<file path="src/rtl/amd_pkg.sv">
package amd_pkg;
  localparam int unsigned MAX_DISP = 4;

  typedef enum logic [1:0] {
    SZ16  = 2'd0,
    SZ32  = 2'd1,
    SZ64  = 2'd2,
    SZBAD = 2'd3
  } asize_e;

  typedef enum logic [1:0] {
    ST_MODRM = 2'd0,
    ST_SIB   = 2'd1,
    ST_DISP  = 2'd2,
    ST_DONE  = 2'd3
  } dec_state_e;

  typedef struct packed {
    logic       need_sib;
    logic [2:0] disp_len;
    logic       base_valid;
    logic [3:0] base_idx;
    logic       rip_rel;
    logic       rm_is_reg;
    logic [3:0] reg_idx;
  } mrm_info_t;

  typedef struct packed {
    logic       index_valid;
    logic [3:0] index_idx;
    logic [1:0] scale;
    logic       base_valid;
    logic [3:0] base_idx;
    logic [2:0] disp_len;
  } sib_info_t;

  // Widen a little-endian gathered displacement from its byte width to 64 bits.
  function automatic logic [63:0] widen_disp(input logic [31:0] raw, input logic [2:0] nbytes);
    logic [63:0] r;
    case (nbytes)
      3'd1:    r = {{56{raw[7]}}, raw[7:0]};
      3'd2:    r = {{48{raw[15]}}, raw[15:0]};
      3'd4:    r = {{32{raw[31]}}, raw[31:0]};
      default: r = '0;
    endcase
    return r;
  endfunction
endpackage

</file>
<file path="src/rtl/amd_modrm_dec.sv">
module amd_modrm_dec
  import amd_pkg::*;
(
  input  logic [7:0] modrm,
  input  logic       ext_r,
  input  logic       ext_b,
  input  asize_e     asize,
  output mrm_info_t  info
);
  logic [1:0] md;
  logic [2:0] rg;
  logic [2:0] rm;

  assign md = modrm[7:6];
  assign rg = modrm[5:3];
  assign rm = modrm[2:0];

  always_comb begin
    info = '0;
    if (asize == SZ16) begin
      info.reg_idx  = {1'b0, rg};
      info.base_idx = {1'b0, rm};
      case (md)
        2'd0: begin
          info.base_valid = (rm != 3'd6);
          info.disp_len   = (rm == 3'd6) ? 3'd2 : 3'd0;
        end
        2'd1: begin info.base_valid = 1'b1; info.disp_len = 3'd1; end
        2'd2: begin info.base_valid = 1'b1; info.disp_len = 3'd2; end
        default: info.rm_is_reg = 1'b1;
      endcase
    end else if (asize != SZBAD) begin
      info.reg_idx  = {ext_r, rg};
      info.base_idx = {ext_b, rm};
      if (md == 2'd3) begin
        info.rm_is_reg = 1'b1;
      end else begin
        info.need_sib = (rm == 3'd4);
        case (md)
          2'd0: begin
            if (rm == 3'd5) begin
              info.disp_len = 3'd4;
              info.rip_rel  = (asize == SZ64);
            end else begin
              info.base_valid = !info.need_sib;
            end
          end
          2'd1: begin info.base_valid = !info.need_sib; info.disp_len = 3'd1; end
          default: begin info.base_valid = !info.need_sib; info.disp_len = 3'd4; end
        endcase
      end
    end
  end
endmodule

</file>
<file path="src/rtl/amd_sib_dec.sv">
module amd_sib_dec
  import amd_pkg::*;
(
  input  logic [7:0] sib,
  input  logic [1:0] md,
  input  logic       ext_x,
  input  logic       ext_b,
  output sib_info_t  info
);
  logic [2:0] sbase;
  assign sbase = sib[2:0];

  always_comb begin
    info.scale       = sib[7:6];
    info.index_idx   = {ext_x, sib[5:3]};
    info.index_valid = (info.index_idx != 4'd4);
    info.base_idx    = {ext_b, sbase};
    info.base_valid  = 1'b1;
    case (md)
      2'd0: begin
        if (sbase == 3'd5) begin
          info.base_valid = 1'b0;
          info.disp_len   = 3'd4;
        end else begin
          info.disp_len = 3'd0;
        end
      end
      2'd1:    info.disp_len = 3'd1;
      default: info.disp_len = 3'd4;
    endcase
  end
endmodule

</file>
<file path="src/rtl/amd_disp_gather.sv">
module amd_disp_gather
  import amd_pkg::*;
#(
  parameter int unsigned LANES = MAX_DISP
) (
  input  logic                 clk,
  input  logic                 rst_n,
  input  logic                 clear,
  input  logic                 take,
  input  logic [7:0]           data,
  output logic [8*LANES-1:0]   raw,
  output logic [2:0]           count
);
  for (genvar g = 0; g < LANES; g++) begin : g_lane
    always_ff @(posedge clk or negedge rst_n) begin
      if (!rst_n)                          raw[8*g +: 8] <= '0;
      else if (clear)                      raw[8*g +: 8] <= '0;
      else if (take && count == 3'(g))     raw[8*g +: 8] <= data;
    end
  end

  always_ff @(posedge clk or negedge rst_n) begin
    if (!rst_n)     count <= '0;
    else if (clear) count <= '0;
    else if (take)  count <= count + 3'd1;
  end
endmodule

</file>
<file path="src/rtl/addr_mode_decoder.sv">
module addr_mode_decoder
  import amd_pkg::*;
#(
  parameter int unsigned DISP_W = 64
) (
  input  logic              clk,
  input  logic              rst_n,
  input  logic              in_valid,
  input  logic [7:0]        in_data,
  output logic              in_ready,
  input  logic              rex_r,
  input  logic              rex_x,
  input  logic              rex_b,
  input  logic [1:0]        addr_size,
  output logic              done,
  output logic              addr_err,
  output logic              rm_is_reg,
  output logic [3:0]        reg_idx,
  output logic              base_valid,
  output logic [3:0]        base_idx,
  output logic              index_valid,
  output logic [3:0]        index_idx,
  output logic [1:0]        scale,
  output logic              rip_rel,
  output logic              sib_used,
  output logic [2:0]        disp_bytes,
  output logic [DISP_W-1:0] disp,
  output logic [2:0]        length
);
  dec_state_e st;
  logic [7:0] modrm_q, sib_q;
  logic [2:0] ext_q;
  asize_e     asize_q;
  logic       sib_q_used;
  logic [2:0] byte_cnt;

  logic       byte_fire;
  logic       first_fire, sib_fire, disp_fire;
  logic [7:0] cur_modrm, cur_sib;
  logic [2:0] cur_ext;
  asize_e     cur_asize;
  mrm_info_t  mi;
  sib_info_t  si;
  logic [2:0] disp_need;
  logic [31:0] disp_raw;
  logic [2:0]  disp_cnt;
  logic [63:0] disp_wide;

  assign in_ready   = (st != ST_DONE);
  assign byte_fire  = in_valid && in_ready;
  assign first_fire = byte_fire && (st == ST_MODRM);
  assign sib_fire   = byte_fire && (st == ST_SIB);
  assign disp_fire  = byte_fire && (st == ST_DISP);

  assign cur_modrm = (st == ST_MODRM) ? in_data : modrm_q;
  assign cur_sib   = (st == ST_SIB)   ? in_data : sib_q;
  assign cur_ext   = (st == ST_MODRM) ? {rex_r, rex_x, rex_b} : ext_q;
  assign cur_asize = (st == ST_MODRM) ? asize_e'(addr_size) : asize_q;

  amd_modrm_dec u_mrm (
    .modrm (cur_modrm),
    .ext_r (cur_ext[2]),
    .ext_b (cur_ext[0]),
    .asize (cur_asize),
    .info  (mi)
  );

  amd_sib_dec u_sib (
    .sib   (cur_sib),
    .md    (modrm_q[7:6]),
    .ext_x (ext_q[1]),
    .ext_b (ext_q[0]),
    .info  (si)
  );

  amd_disp_gather #(.LANES(MAX_DISP)) u_disp (
    .clk   (clk),
    .rst_n (rst_n),
    .clear (first_fire),
    .take  (disp_fire),
    .data  (in_data),
    .raw   (disp_raw),
    .count (disp_cnt)
  );

  assign disp_need = sib_q_used ? si.disp_len : mi.disp_len;

  always_ff @(posedge clk or negedge rst_n) begin
    if (!rst_n) begin
      st         <= ST_MODRM;
      modrm_q    <= '0;
      sib_q      <= '0;
      ext_q      <= '0;
      asize_q    <= SZ16;
      sib_q_used <= 1'b0;
      byte_cnt   <= '0;
    end else begin
      case (st)
        ST_MODRM: if (first_fire) begin
          modrm_q    <= in_data;
          ext_q      <= {rex_r, rex_x, rex_b};
          asize_q    <= asize_e'(addr_size);
          sib_q      <= '0;
          sib_q_used <= mi.need_sib;
          byte_cnt   <= 3'd1;
          if (mi.need_sib)            st <= ST_SIB;
          else if (mi.disp_len != 0)  st <= ST_DISP;
          else                        st <= ST_DONE;
        end
        ST_SIB: if (sib_fire) begin
          sib_q    <= in_data;
          byte_cnt <= byte_cnt + 3'd1;
          st       <= (si.disp_len != 0) ? ST_DISP : ST_DONE;
        end
        ST_DISP: if (disp_fire) begin
          byte_cnt <= byte_cnt + 3'd1;
          if (disp_cnt + 3'd1 == disp_need) st <= ST_DONE;
        end
        default: st <= ST_MODRM;
      endcase
    end
  end

  assign disp_wide   = widen_disp(disp_raw, disp_need);
  assign done        = (st == ST_DONE);
  assign addr_err    = (asize_q == SZBAD);
  assign rm_is_reg   = mi.rm_is_reg;
  assign reg_idx     = mi.reg_idx;
  assign sib_used    = sib_q_used;
  assign base_valid  = sib_q_used ? si.base_valid  : mi.base_valid;
  assign base_idx    = sib_q_used ? si.base_idx    : mi.base_idx;
  assign index_valid = sib_q_used && si.index_valid;
  assign index_idx   = sib_q_used ? si.index_idx   : 4'd0;
  assign scale       = sib_q_used ? si.scale       : 2'd0;
  assign rip_rel     = mi.rip_rel;
  assign disp_bytes  = disp_need;
  assign disp        = disp_wide[DISP_W-1:0];
  assign length      = byte_cnt;
endmodule

</file>
<file path="config.mk">
export PLATFORM = sky130hd
export DESIGN_NAME = addr_mode_decoder
export DESIGN_NICKNAME = d
export VERILOG_FILES = /design/src/rtl/amd_pkg.sv /design/src/rtl/amd_modrm_dec.sv /design/src/rtl/amd_sib_dec.sv /design/src/rtl/amd_disp_gather.sv /design/src/rtl/addr_mode_decoder.sv
export SDC_FILE = /design/constraint.sdc
export NUM_CORES = 1
export LEC_CHECK = 0
export BUFFER_PORTS_ARGS = -buffer_cell sky130_fd_sc_hd__buf_4
export CORE_UTILIZATION = 45
export CTS_BUF_LIST = sky130_fd_sc_hd__clkbuf_4 sky130_fd_sc_hd__clkbuf_8 sky130_fd_sc_hd__clkbuf_16
export CTS_CLUSTER_SIZE = 12
export DETAILED_ROUTE_END_ITERATION = 7
export PLACE_DENSITY = 0.8
export SYNTH_ARGS = -nofsm -noshare
export SYNTH_HDL_FRONTEND = slang
export SYNTH_HIERARCHICAL = 1
export SYNTH_SLANG_ARGS = --single-unit
export TNS_END_PERCENT = 20
</file>
<file path="constraint.sdc">
create_clock -name clk -period 3.8 [get_ports clk]
set_input_delay 0.57 -clock clk [delete_from_list [all_inputs] [get_ports clk]]
set_output_delay 0.57 -clock clk [all_outputs]
set_load 0.02 [all_outputs]
</file>
# Yosys cells after proc, flatten, opt, wreduce, memory -nomap -nowiden

Index checks and enable logic that the tools add are counted.

Bits in registers: 62
Word-level logic and storage cells: 126
Output and inout bits: 92
Input port bits: 16

Equality and inequality tests: 28
Multiplexer cells: 55
Add/sub/neg operators: 2
Reductions and logical operators: 29

Operator list:

| cell                                                                  | number |
|---|---|
| 64-bit one-hot mux with 3 select lines                                | 1 |
| 8-bit 2-to-1 mux                                                      | 13 |
| 3-bit 2-to-1 mux                                                      | 9 |
| 2-bit 2-to-1 mux                                                      | 8 |
| 8-bit one-hot mux with 2 select lines                                 | 1 |
| 3-bit equality test, second input constant                            | 5 |
| 15-bit 2-to-1 mux                                                     | 1 |
| 1-bit 2-to-1 mux                                                      | 13 |
| 2-bit equality test, second input constant                            | 6 |
| 4-bit one-hot mux with 3 select lines                                 | 1 |
| 2-bit nonzero test                                                    | 6 |
| 5-bit 2-to-1 mux                                                      | 2 |
| 3-bit by 2-bit equality test with 1-bit output, second input constant | 3 |
| 1-bit logical AND                                                     | 9 |
| 3-bit one-hot mux with 3 select lines                                 | 1 |
| 3-bit nonzero test                                                    | 3 |
| 2-bit zero test                                                       | 4 |
| 4-bit 2-to-1 mux                                                      | 2 |
| 2-bit inequality test, second input constant                          | 4 |
| 4-bit one-hot mux with 2 select lines                                 | 1 |
| 4-bit AND reduction                                                   | 2 |
| 3-bit by 1-bit adder with 3-bit output, second input constant         | 2 |
| 2-bit by 1-bit equality test with 1-bit output, second input constant | 3 |
| 3-bit by 1-bit equality test with 1-bit output, second input constant | 2 |
| 11 further kinds                                                      | 12 |

# Depth between registers and ports, before layout

Gate-level depths: netlist of run 1.

Depth in word-level cells: 14
Gate-level depth with buffers: 16
Gate-level depth less buffers: 14

# Hierarchy

Netlist of run 1, hierarchy kept.

Modules (own cells, without submodules):

| module            | seq. area each (µm²) | cells an instance | instances | area each (µm²) |
|---|---|---|---|---|
| addr_mode_decoder | 675.6                | 213               | 1         | 2209.6 |
| amd_disp_gather   | 875.8                | 145               | 1         | 1714.1 |
| amd_modrm_dec     | 0.0                  | 40                | 1         | 251.5 |
| amd_sib_dec       | 0.0                  | 17                | 1         | 123.9 |

# Least setup slack after synthesis of run 1

OpenSTA, ideal clock, no wires.

Kind: register -> output
Start point: register st[0]
End point: output disp[32]
Required time: 3.230 ns
Setup slack: -0.507 ns
Stages on the path, launching flop included: 16
Buffers on the path: 3
Arrival: 3.737 ns
Cells stage by stage: dfrtp_1 > inv_1 > ha_1 > buf_2 > buf_1 > mux2_2 > inv_1 > ha_1 > a31oi_1 > nor3_1 > mux2i_4 > inv_4 > nand3_1 > a21oi_4 > a21o_1 > buf_4

RTL lines:

| item                   | line                     | text |
|---|---|---|
| start, declared        | addr_mode_decoder.sv:30  | `dec_state_e st;` |
| start signal, assigned | addr_mode_decoder.sv:113 | `st <= (si.disp_len != 0) ? ST_DISP : ST_DONE;` |
| end, declared          | addr_mode_decoder.sv:27  | `output logic [DISP_W-1:0] disp,` |

==> results of run 1 <==
[cell type report]
cell class / instances / area, um^2 / area share [%]
multi-input combinational: 279 / 2380 / 44.82
sequential: 62 / 1551 / 29.22
clock inverter: 4 / 22.52 / 0.4241
clock buffer: 12 / 152.6 / 2.875
inverter: 14 / 62.56 / 1.178
timing repair buffer: 124 / 979.7 / 18.45
tap: 129 / 161.4 / 3.040
[cell usage after synthesis, types with 6 or more instances]
cell type / number
sky130_fd_sc_hd__dfrtp_1: 62
sky130_fd_sc_hd__buf_4: 46
sky130_fd_sc_hd__mux2_2: 40
sky130_fd_sc_hd__nand2b_1: 35
sky130_fd_sc_hd__and2_1: 28
sky130_fd_sc_hd__mux2i_1: 25
sky130_fd_sc_hd__a21o_1: 24
sky130_fd_sc_hd__ha_1: 16
sky130_fd_sc_hd__nand2_1: 12
sky130_fd_sc_hd__nand3_1: 12
sky130_fd_sc_hd__inv_1: 11
sky130_fd_sc_hd__a21oi_1: 10
sky130_fd_sc_hd__a22o_1: 9
sky130_fd_sc_hd__nor2_1: 9
sky130_fd_sc_hd__a21bo_2: 8
sky130_fd_sc_hd__nor3_1: 7
sky130_fd_sc_hd__buf_2: 6
sky130_fd_sc_hd__xnor2_1: 6
[cell families (layout without fill, tap and decap cells)]
family | after synthesis | after routing | synth area share, %
simple gates | 115 | 115 | 15.69
flops | 62 | 62 | 36.09
buf+inv | 77 | 154 | 11.96
mux | 68 | 68 | 17.87
xor+xnor | 6 | 6 | 1.222
fa+ha+maj | 16 | 16 | 4.657
other cells | 1 | 1 | 0.08723
compound gates | 70 | 73 | 12.43
[through the flow]
stage	utilization, %	worst slack (ps)	hold slack [ps]
CTS	55.64	10.41	326.3
global placement	52.86	150.9	480.5
global route	57.47	-36.10	351.7
detailed placement	52.86	-28.85	482.8
finish	57.47	142.0	299.7
floorplan	-	85.98	274.4
[power by group]
group	switching [mW]	total [mW]	internal [mW]
registers	0.199	1.09	0.896
logic	1.66	3.16	1.50
clock network	0.259	0.525	0.266
total	2.12	4.78	2.66
[how the worst max path moves through the flow]
stage	startpoint	end	slack [ps]	cells past startpoint
finish	st[0]	disp[59]	140	14
global route	st[0]	disp[59]	-40	14
CTS	st[1]	disp[13]	10	15
detailed placement	st[0]	disp[50]	-30	13
global placement	st[0]	disp[33]	150	13
floorplan	st[0]	disp[32]	90	15
[cell usage in the layout, fill, tap and decap left out, types with 3 or more instances in the layout]
cell type                  netlist  final
sky130_fd_sc_hd__ha_1           16     13
sky130_fd_sc_hd__mux2_4          0      4
sky130_fd_sc_hd__a21bo_2         8      8
sky130_fd_sc_hd__inv_4           3      4
sky130_fd_sc_hd__nand2b_1       35     35
sky130_fd_sc_hd__xnor2_1         6      5
sky130_fd_sc_hd__buf_6           5      3
sky130_fd_sc_hd__mux2_2         40     36
sky130_fd_sc_hd__mux2i_1        25     25
sky130_fd_sc_hd__a21oi_1        10     10
sky130_fd_sc_hd__o21ai_1         4      4
sky130_fd_sc_hd__clkinv_2        0      3
sky130_fd_sc_hd__nor2_1          9      9
sky130_fd_sc_hd__o21ai_0         3      3
sky130_fd_sc_hd__buf_12          0      3
sky130_fd_sc_hd__a21o_4          0      4
sky130_fd_sc_hd__a21o_1         24     23
sky130_fd_sc_hd__dfrtp_1        62     62
sky130_fd_sc_hd__nand3_1        12      9
sky130_fd_sc_hd__clkbuf_8        0     10
sky130_fd_sc_hd__nor3_1          7      6
sky130_fd_sc_hd__a22o_1          9      9
sky130_fd_sc_hd__nand2_1        12     11
sky130_fd_sc_hd__and2_1         28     26
sky130_fd_sc_hd__inv_1          11      8
sky130_fd_sc_hd__buf_4          46    118
sky130_fd_sc_hd__nand3_2         0      3
sky130_fd_sc_hd__mux2i_4         3      3
[per-layer routing]
metal	track usage [%]	routed length [um]	up-vias	share of wire [%]
met5	0	0	-	0
met3	5.552	468	11	4.7
met2	34.11	4996	83	50
met4	6.900	116	0	1.2
li1	-	-	1539	-
met1	26.79	4422	1567	44
[worst max-delay path, cell delays in order, from the launching register on]
cell	delay, ps
sky130_fd_sc_hd__dfrtp_1	410
sky130_fd_sc_hd__inv_2	100
sky130_fd_sc_hd__ha_4	180
sky130_fd_sc_hd__buf_12	150
sky130_fd_sc_hd__mux2_2	360
sky130_fd_sc_hd__nand2_1	110
sky130_fd_sc_hd__nor2_1	50
sky130_fd_sc_hd__a31oi_1	220
sky130_fd_sc_hd__nor3_2	100
sky130_fd_sc_hd__mux2i_4	250
sky130_fd_sc_hd__nand3_2	160
sky130_fd_sc_hd__a21oi_4	210
sky130_fd_sc_hd__buf_12	150
sky130_fd_sc_hd__a21o_4	130
sky130_fd_sc_hd__buf_4	150
[timing repair]
item	4_1_cts	5_1_grt
setup buffers	2	6
gates cloned	2	1
gates resized for setup	11	23
pin swaps	4	4
endpoints found under the setup margin	64	64
[state kept, by name, indices dropped and copies added (netlist names)]
register	count
st	2
u_disp/raw	32
sib_q	8
sib_used	1
asize_q	2
length	3
u_disp/count	3
modrm_q	8
ext_q	3
==> impl.org, run 1 <==
** Run status
- Result of the run :: finished clean

** Die
- The initial utilization of the core area, before any placement, comes to a little under half.
- In this run the vertical extent of the chip is around 100 um.
- Core outline area :: between 0.009 and 0.01 mm^2
- The die covers 0.009948 mm^2.
- During I/O placement, the number of pins put on the boundary was between 100 and 150.
- In this run the horizontal extent of the chip is 99.74 um.
- Floorplan row count :: 35

** Route
- After the first detailed-routing iteration, the DRC count stood at 79.
- In the routed design, unresolved DRC markers number 0.
- For this run, the detailed router's first-pass iteration total came to 4.
- Total routed wirelength :: between 10000 and 15000 um
- Post-detailed-route wirelength per cell :: around 16 um
- Antenna-violating nets left :: 0
- Detailed routing inserted a total of 3200 vias.
- Dividing the detail-routed via count by the number of cells gives approximately 5.1.

** Worst setup path
- FF-to-FF path depth :: 15
- For the worst setup path, the data required time is around 3200 ps.
- CP max FO :: 12
- Crit path capture type :: output pin
- Worst reg2reg startpoint :: st[0]
- STA classifies the critical path startpoint as a flip-flop.
- Critical R2R Capture :: st[1]
- At the worst endpoint, the arrival time is between 3000 and 4000 ps.
- Across all register-to-register paths, the minimum setup slack is roughly 900 ps.
- The worst setup path is of the reg -> out kind.

** Synthesis
- The synthesized design contains 0 enable-type register cells.
- The share of synthesized area in the top cell type comes to approximately 36%.
- The most used flip-flop cell after synthesis is sky130_fd_sc_hd__dfrtp_1.
- Summing the sequential cell areas from Yosys gives between 30% and 40% of the chip area.
- Synth Area per Inst :: ~10 um^2
- For this run, asynchronously set or reset flops after synthesis account for 100.0%.
- Ranked by total cell area, the synthesized netlist is headed by sky130_fd_sc_hd__dfrtp_1, sky130_fd_sc_hd__mux2_2, sky130_fd_sc_hd__buf_4.
- Syn. warnings :: 6
- Of all cell types, the one taking the most synthesized area is sky130_fd_sc_hd__dfrtp_1.
- Synthesis produced a netlist with a net count of ~450.
- Synth unique cells :: 43
- After synthesis the netlist holds a flip-flop and latch count of 62.
- Instance count of the mapped netlist :: 415
- The mapped netlist covers 0.004299 mm^2.

** STA
- Final clock skew :: 6.523 ps
- Final total negative setup slack :: 0 ps
- At the pin with the least slew margin, the transition time is approximately 820 ps.
- Setup violations remaining at the end of the flow were counted as 0.
- Final period utilization :: between 90 and 100%
- Number of failing hold endpoints at the final stage :: 0
- Final Slew Violations :: 0
- Setup repair after global routing could not meet its margin everywhere.
- Minimum clock period :: 3658 ps
- Remaining max-slew budget at the tightest pin :: a little under half
- Max frequency :: approximately 0.27 GHz

** Cells and area
- After the last flow step, the layout net total stands at 522.
- Fin area :: about 0.0053 mm^2
- Compared with the post-synthesis result, the final layout area differs by 23.52%.
- The post-route netlist has about 44% of its cells at a drive strength greater than 1.
- After filler insertion, the fill cell instance count of the layout stands at 787.
- The count of cells in the finished layout, fillers not included, comes to around 620.
- N_diodes :: 0

** Global routing
- The initial antenna violation count was 0.
- Via count of the first global-routing pass :: around 3200
- Global routing used 20.86% of the available tracks across all layers.
- First-pass GRT wire length :: 15990 um
- Entering global routing, the biggest net connects 63 pins.
- After global routing the overflow that remains totals 0.

** Placement
- Total placed instance area :: 0.004885 mm^2
- Detailed placement finished with a half-perimeter wire length of approximately 7000 um.
- Port buffering added ~110 buffers.
- The number of placed instances, taps included, is approximately 600.
- At the end of routability-driven placement, the weighted congestion stood at 0.7999.

** Clock tree
- Clock-pin slew was measured on the worst setup and hold paths at approximately 70 ps.
- Clock Tree Buf Depth :: 2
- TritonCTS built the clock tree.
- H-Tree Depth :: 3
- CTS Hold Buffers Added :: 0
- Worst skew pair latency :: approximately 350 ps
- In this run, CTS created clock tree buffers numbering 9.
- Root buffer selected by CTS :: sky130_fd_sc_hd__clkbuf_8
- Counting every sink on the clock net gives 62.

** Power
- The design draws 4.781 mW.
- Maximum VDD drop :: about 0.00074 V
- For this design the static power due to leakage is about 2.8 nW.
- In this run the power density over the cells is approximately 900 mW/mm^2.

** Run
- Max-cap violation count :: 0

** Min path
- HP Class :: in -> async
Note: power is estimated with default switching activity, not from simulation.
==> run 2, diff against run 1 <==
--- a/config.mk
+++ b/config.mk
@@ -11,6 +11,7 @@
 export CTS_CLUSTER_SIZE = 12
 export DETAILED_ROUTE_END_ITERATION = 7
 export PLACE_DENSITY = 0.8
+export SETUP_SLACK_MARGIN = 0.4
 export SYNTH_ARGS = -nofsm -noshare
 export SYNTH_HDL_FRONTEND = slang
 export SYNTH_HIERARCHICAL = 1
==> impl.org, run 2 (synthesized netlist as in run 1, its figures left out) <==
** Placement
- Once placement finished, the instance area stood at slightly below 0.005 mm^2.
- Number of I/O port buffers :: around 110
- At the end of routability-driven placement, the weighted congestion stood at around 0.85.
- Once detailed placement completed, the half-perimeter wirelength came to 7056 um.
- Cell total after placement :: 598

** Route
- Iter 0 DRT Violations :: 167
- Using the TritonRoute via totals, the vias-per-cell ratio works out to slightly above 5.
- Total routed wirelength :: 11030 um
- After detailed routing, the average wire length per cell comes to between 15 and 20 um.
- The count of nets left with antenna violations once routing finished came out at 0.
- Via count :: 3386
- The first detailed-routing pass ran for 5 iterations.
- Drc violations :: 0

** Worst setup path
- Worst Path Class, Setup :: reg -> out
- Critical Path Max Stage Delay :: 390 ps
- Slowest stage cell on the critical path :: sky130_fd_sc_hd__dfrtp_1
- Cells traversed along the worst timing path :: inv_2 > ha_4 > buf_6 > mux2_4 > nor2b_4 > nand3_4 > nor2_4 > o21a_1 > mux2i_4 > buf_12 > nor3_4 > buf_12 > buf_6 > a21o_4 > buf_6
- The critical path starts at st[1].
- The cell family contributing the most delay on the critical path is buffers and inverters.
- Nature of the critical path startpoint :: flip-flop
- Most repeated library cell on the critical path :: sky130_fd_sc_hd__buf_6
- Data arrival time at the worst-slack endpoint :: 3030 ps
- CP max FO :: 8
- Crit path capture type :: output pin
- For the worst setup path, the data required time is 3230 ps.
- Worst reg2reg startpoint :: st[1]
- The critical path contains buffers and inverters numbering 6 combined.
- The endpoint identified for the worst register-to-register timing path is st[1].
- The number of cells on the worst reg-to-reg path is 17.
- Across all register-to-register paths, the minimum setup slack is between 600 and 700 ps.

** Die
- Starting Density :: between 40 and 50%
- The die covers slightly below 0.01 mm^2.
- The floorplan step set the die height to 99.74 um.
- Overall die width :: about 100 um
- Floorplan row count :: 35
- For this design the top-level I/O count stands at between 100 and 150.
- The core region is 0.009240 mm^2.

** Min path
- The min-delay analysis places its worst path in the category in -> async.

** Cells and area
- Most used cells in the layout excluding fill and tap cells :: sky130_fd_sc_hd__buf_4, sky130_fd_sc_hd__dfrtp_1, sky130_fd_sc_hd__mux2_2, sky130_fd_sc_hd__nand2b_1, sky130_fd_sc_hd__buf_6
- Registers with the most flip-flops :: u_disp/raw (32), modrm_q (8), sib_q (8)
- Register bank with the most flops :: u_disp/raw
- Leading cell type in the layout, fill and taps excluded :: sky130_fd_sc_hd__buf_4
- Final layout net count :: 550
- The register with the most flip-flops in the layout has 32 of them.
- Relative to the synthesized area, the layout overhead comes to 33.99%.
- The repair_antennas step left the layout with diodes totalling 0.
- The post-route netlist has roughly half of its cells at a drive strength greater than 1.
- The count of cells in the finished layout, fillers not included, comes to about 650.
- Fin area :: 0.005761 mm^2

** Power
- The clock network burns 10.6% of the power.
- Sw Ratio :: around 44%
- Combinational share of power :: 69.1%
- Per report_power, the sequential group accounts for 20.4% of the total.
- In this run the power spent charging and discharging nets is between 2 and 2.5 mW.
- Power spread over the standard cell area amounts to between 900 and 1000 mW/mm^2.
- Maximum VDD drop :: between 0.0006 and 0.0007 V
- In this run the static leakage power is between 3 and 4 nW.
- Cell internal power dissipation :: 3.038 mW

** STA
- Remaining max-slew budget at the tightest pin :: between 40% and 50%
- Counting I/O delays and the setup requirement, the final critical path takes between 3000 and 4000 ps.
- The total count of max-transition violations in the final report came to 0.
- Max frequency :: ~0.28 GHz
- Final clock skew :: just over 10 ps
- Setup repair after global routing could not meet its margin everywhere.
- After layout, the worst path uses between 90 and 100% of the clock period.
- Number of endpoints failing setup at the final stage :: 0
- Final total negative setup slack :: 0 ps
- Transition time at the pin with the least slew margin :: roughly 800 ps
- Number of failing hold endpoints at the final stage :: 0

** Global routing
- Antenna violations before repair :: 0
- Entering global routing, the biggest net connects 63 pins.
- Global-route usage over all layers :: a little under a quarter
- The first global-routing pass estimated 17420 um of wire.
- Via count of the first global-routing pass :: between 3000 and 4000
- Congestion Overflow GR :: 0

** Clock tree
- Root buffer selected by CTS :: sky130_fd_sc_hd__clkbuf_8
- The longest clock path from root to sink contains 2 buffers.
- After clock tree synthesis, the clock-pin slew on the worst setup and hold paths is 70 ps.
- Clock net sink count :: 62
- CTS Hold Buffers Added :: 0
- Counting the buffers created by CTS gives 9.
- H-Tree Depth :: 3
- The clock reaches the later pin of the worst-skew pair after ~340 ps.
- Clock tree from TritonCTS :: done

** Run status
- Result of the run :: finished clean

** Run
- Max-cap violation count :: 0
run 2: cell count changes in the layout (fill, tap and decap cells not counted), sizes merged:
cell,delta
inv,+1
buf,+27
clkbuf,-2
bufinv,+1
a21o,+1
run 2: layer usage:
layer,wire [um],global-route usage [%],up-vias
li1,-,-,1597
met2,5686,38.41,125
met5,0,0,-
met4,112,6.109,0
met1,4662,28.62,1653
met3,571,5.200,11
run 2: final cells by class:
type | instances | area (um^2)
clock inverters | 6 | 61.31
well taps | 129 | 161.4
inverters | 14 | 65.06
flip-flops and latches | 62 | 1551
fillers | 726 | 3480
clock buffers | 10 | 131.4
repair buffers | 151 | 1314
multi-input cells | 280 | 2476
run 2: how the worst max path moves through the flow:
stage                    end  slack (ps)  depth (start not counted)
floorplan           disp[32]         310                         15
global placement    disp[51]         250                         13
detailed placement  disp[34]         140                         13
CTS                 disp[33]         300                         15
global route        disp[45]          60                         15
finish              disp[44]         200                         15
run 2: timing repair:
action / in CTS / in global routing
resized for setup: 53 / 27
pin swaps: 12 / 18
cloned: 6 / 0
setup endpoints to repair: 66 / 64
buffers inserted: 28 / 4
run 2: power groups by stage:
| stage | clock network [mW] | registers, mW | logic (mW) |
|---|---|---|---|
| after global placement | 0 | 1.09 | 2.79 |
| final | 0.569 | 1.10 | 3.72 |
| after floorplan | 0 | 1.04 | 2.28 |
| after detailed placement | 0 | 1.10 | 2.89 |
| after CTS | 0.581 | 1.09 | 3.50 |
| after global routing | 0.610 | 1.13 | 3.98 |
run 2: per-stage QoR:
step	setup WS [ps]	total power, mW	util, %	hold slack (ps)
2_1_floorplan	305.1	3.322	-	274.4
3_3_place_gp	248.7	3.878	53.26	480.7
3_5_place_dp	135.9	3.991	53.26	487.5
4_1_cts	299.5	5.176	60.80	336.6
5_1_grt	63.50	5.712	62.34	376.6
6_report	202.4	5.389	62.34	313.4
==> run 3, diff against run 2 <==
--- a/config.mk
+++ b/config.mk
@@ -6,11 +6,13 @@
 export NUM_CORES = 1
 export LEC_CHECK = 0
 export BUFFER_PORTS_ARGS = -buffer_cell sky130_fd_sc_hd__buf_4
+export CELL_PAD_IN_SITES_DETAIL_PLACEMENT = 0
+export CELL_PAD_IN_SITES_GLOBAL_PLACEMENT = 1
 export CORE_UTILIZATION = 45
 export CTS_BUF_LIST = sky130_fd_sc_hd__clkbuf_4 sky130_fd_sc_hd__clkbuf_8 sky130_fd_sc_hd__clkbuf_16
 export CTS_CLUSTER_SIZE = 12
 export DETAILED_ROUTE_END_ITERATION = 7
-export PLACE_DENSITY = 0.8
+export PLACE_DENSITY = 0.95
 export SETUP_SLACK_MARGIN = 0.4
 export SYNTH_ARGS = -nofsm -noshare
 export SYNTH_HDL_FRONTEND = slang
==> constraint.sdc (replaced) <==
create_clock -name clk -period 4.6 [get_ports clk]
set_input_delay 0.69 -clock clk [delete_from_list [all_inputs] [get_ports clk]]
set_output_delay 0.69 -clock clk [all_outputs]
set_load 0.1 [all_outputs]
==> impl.org, run 3 (synthesized netlist as in run 1, its figures left out) <==
** Placement
- Number of I/O port buffers :: approximately 110
- Counting tap cells, the placed design contains a total of approximately 600 instances.
- The wire-length estimate of the detail-placed layout is 6913 um.
- Routability-driven placement finished with a final weighted congestion of approximately 0.76.

** Worst setup path
- For this design, the slowest cell found on the critical path is sky130_fd_sc_hd__dfrtp_1.
- Critical path buffer and inverter count :: 6
- STA puts the critical path data required time at roughly 3900 ps.
- In this run the worst path has a maximum fanout of 12.
- Category of cells accounting for the largest share of critical-path delay :: buffers and inverters
- The worst setup path is captured at an output pin.
- The worst setup path is launched from a flip-flop.
- Critical Path Max Stage Delay :: 410 ps
- Data arrival time at the worst-slack endpoint :: between 3000 and 4000 ps
- Traced cell by cell, the critical path runs through inv_1 > ha_4 > mux2_2 > inv_2 > ha_2 > a31oi_1 > nor3_2 > mux2i_4 > inv_6 > nand3_1 > a21oi_4 > buf_12 > buf_6 > a21o_1 > buf_8.
- Worst Path Class, Setup :: reg -> out

** STA
- Final Slew Violations :: 0
- Number of endpoints failing setup at the final stage :: 0
- Remaining max-slew budget at the tightest pin :: between 30% and 40%
- Final clock skew :: 8.743 ps
- Counting I/O delays and the setup requirement, the final critical path takes 4034 ps.
- The final hold violation count is 0.
- Final total negative setup slack :: 0 ps
- Transition time at the pin with the least slew margin :: slightly above 900 ps
- Unrepaired setup endpoints after global routing :: yes
- Based on the critical path, the design can be clocked at up to between 0.2 and 0.25 GHz.
- In the finished design, the share of the clock period the worst path needs comes to 87.69%.

** Cells and area
- The register with the most flip-flops in the layout has 32 of them.
- Fraction of final layout cells sized beyond drive strength 1 :: 41.92%
- The largest registers in the layout are u_disp/raw (32), modrm_q (8), sib_q (8).
- Leaving out fill and tap cells, the most frequent cells in the layout are sky130_fd_sc_hd__buf_4, sky130_fd_sc_hd__dfrtp_1, sky130_fd_sc_hd__buf_6.
- Leaving out filler cells and counting taps, the final layout contains around 620.
- The library cell used most frequently in the layout, excluding fill and tap cells, is sky130_fd_sc_hd__buf_4.
- Relative area change from synthesis to final layout :: 25.64%
- Post-layout util :: about 58%
- The repair_antennas step left the layout with diodes totalling 0.
- Register bank with the most flops :: u_disp/raw
- Fill count :: a little under 800
- Final layout net count :: between 500 and 600

** Global routing
- The first global-routing pass estimated 16060 um of wire.
- The via count of the first global-routing pass is 3118.
- Summed over all layers, the global routing overflow is 0.
- Entering global routing, the biggest net connects between 60 and 70 pins.
- Global-route usage over all layers :: between 20 and 25%
- Antenna violations before repair :: 0

** Run status
- The flow ran to the end, and the final reports show no timing, DRC or antenna violations.

** Route
- Sum of met2 wire segment lengths after detailed routing :: between 5000 and 6000 um
- Total routed wirelength :: between 10000 and 15000 um
- In the routed layout, each cell is associated on average with a via count of just over 5.
- Post-detailed-route wirelength per cell :: between 15 and 20 um
- In this run, the number of DRC markers left after iteration 0 of detailed routing was 128.
- Number of iterations in the first detailed-routing pass :: 4
- The final route contains between 3000 and 4000 vias.
- Antenna-violating nets left :: 0
- Met1 routed wirelength after detailed routing :: ~4500 um
- After detailed routing, the number of remaining DRC violations is 0.
- After detailed routing, the met3 layer carries between 400 and 500 um of wire.
- The highest layer touched by signal routing is met4.

** Clock tree
- CTS placed an instance of sky130_fd_sc_hd__clkbuf_8 at the clock tree root.
- Clock tree from TritonCTS :: done
- Clock Tree Buf Depth :: 2
- Clock net sink count :: 62
- After clock tree synthesis, the flow added hold-fix buffers numbering 0.
- At the later pin of the worst-skew pair, clock insertion delay measures between 300 and 400 ps.
- H-Tree Depth :: 3
- After clock tree synthesis, the clock-pin slew on the worst setup and hold paths is 70 ps.
- Number of CTS-inserted buffers :: 9

** Die
- The initial utilization of the core area, before any placement, comes to a little under half.
- Die ar. :: slightly below 0.01 mm^2
- After floorplanning, the core was sized to cover 0.009240 mm^2.
- Overall die width :: approximately 100 um
- Floorplan row count :: 35
- Die height :: ~100 um
- IO Count :: ~110

** Run
- Across the run, the number of max-cap violations was 0.

** Min path
- The min-delay analysis places its worst path in the category in -> async.
==> run 3: changes by cell type in the layout (fill, tap and decap cells not counted), moves of 4 or more <==
cell                      previous run  this run
sky130_fd_sc_hd__mux2_2             33        40
sky130_fd_sc_hd__buf_4             113        64
sky130_fd_sc_hd__nand2_2             4         0
sky130_fd_sc_hd__mux2_4              7         0
sky130_fd_sc_hd__buf_6              32        48
sky130_fd_sc_hd__nand2_1             8        12
==> run 3: cell type report <==
| cell class | instances | area, um^2 | share of cell area (%) |
|---|---|---|---|
| inverter | 14 | 62.56 | 1.158 |
| multi-input combinational | 279 | 2316 | 42.88 |
| sequential | 62 | 1551 | 28.72 |
| clock buffer | 11 | 151.4 | 2.803 |
| clock inverter | 4 | 22.52 | 0.4170 |
| tap | 129 | 161.4 | 2.988 |
| timing repair buffer | 119 | 1136 | 21.03 |
==> run 3: per-stage QoR <==
stage                     instance area, um^2  hold slack, ps  setup WS (ps)
after floorplan                          4369           394.4          345.3
final                                    5401           421.8          566.3
after global routing                     5401           484.9          377.8
after global placement                   4867           481.1          601.9
after CTS                                5157           456.2          385.8
after detailed placement                 4867           484.5          549.4
==> run 3: path summary, 6_finish.rpt <==
check | slack (ps) | endpoint | startpoint | depth (start not counted)
min in group clk | 500 | sib_q[5] | sib_q[5] | 1
min reg2reg | 500 | sib_q[5] | sib_q[5] | 1
min | 420 | u_disp/raw[4] | rst_n | 1
max in group asynchronous | 3630 | ext_q[1] | rst_n | 1
max | 570 | disp[28] | st[1] | 15
max reg2reg | 1570 | st[1] | st[1] | 14
==> run 3: metal layers <==
layer  vias up  track usage, %
met5         -               0
met4         0           5.430
met3        12           5.130
met2        97           34.22
met1      1575           26.44
li1       1527               -
==> run 3: timing repair <==
item | CTS | global route
gates resized for setup | 27 | 43
endpoints found under the setup margin | 63 | 64
pin swaps | 1 | 4
cloned | 1 | 2
buffers inserted | 0 | 7
Power of run 3 is not shown: default switching activity piles up to over one toggle a cycle in this logic, so the estimate is an artifact.
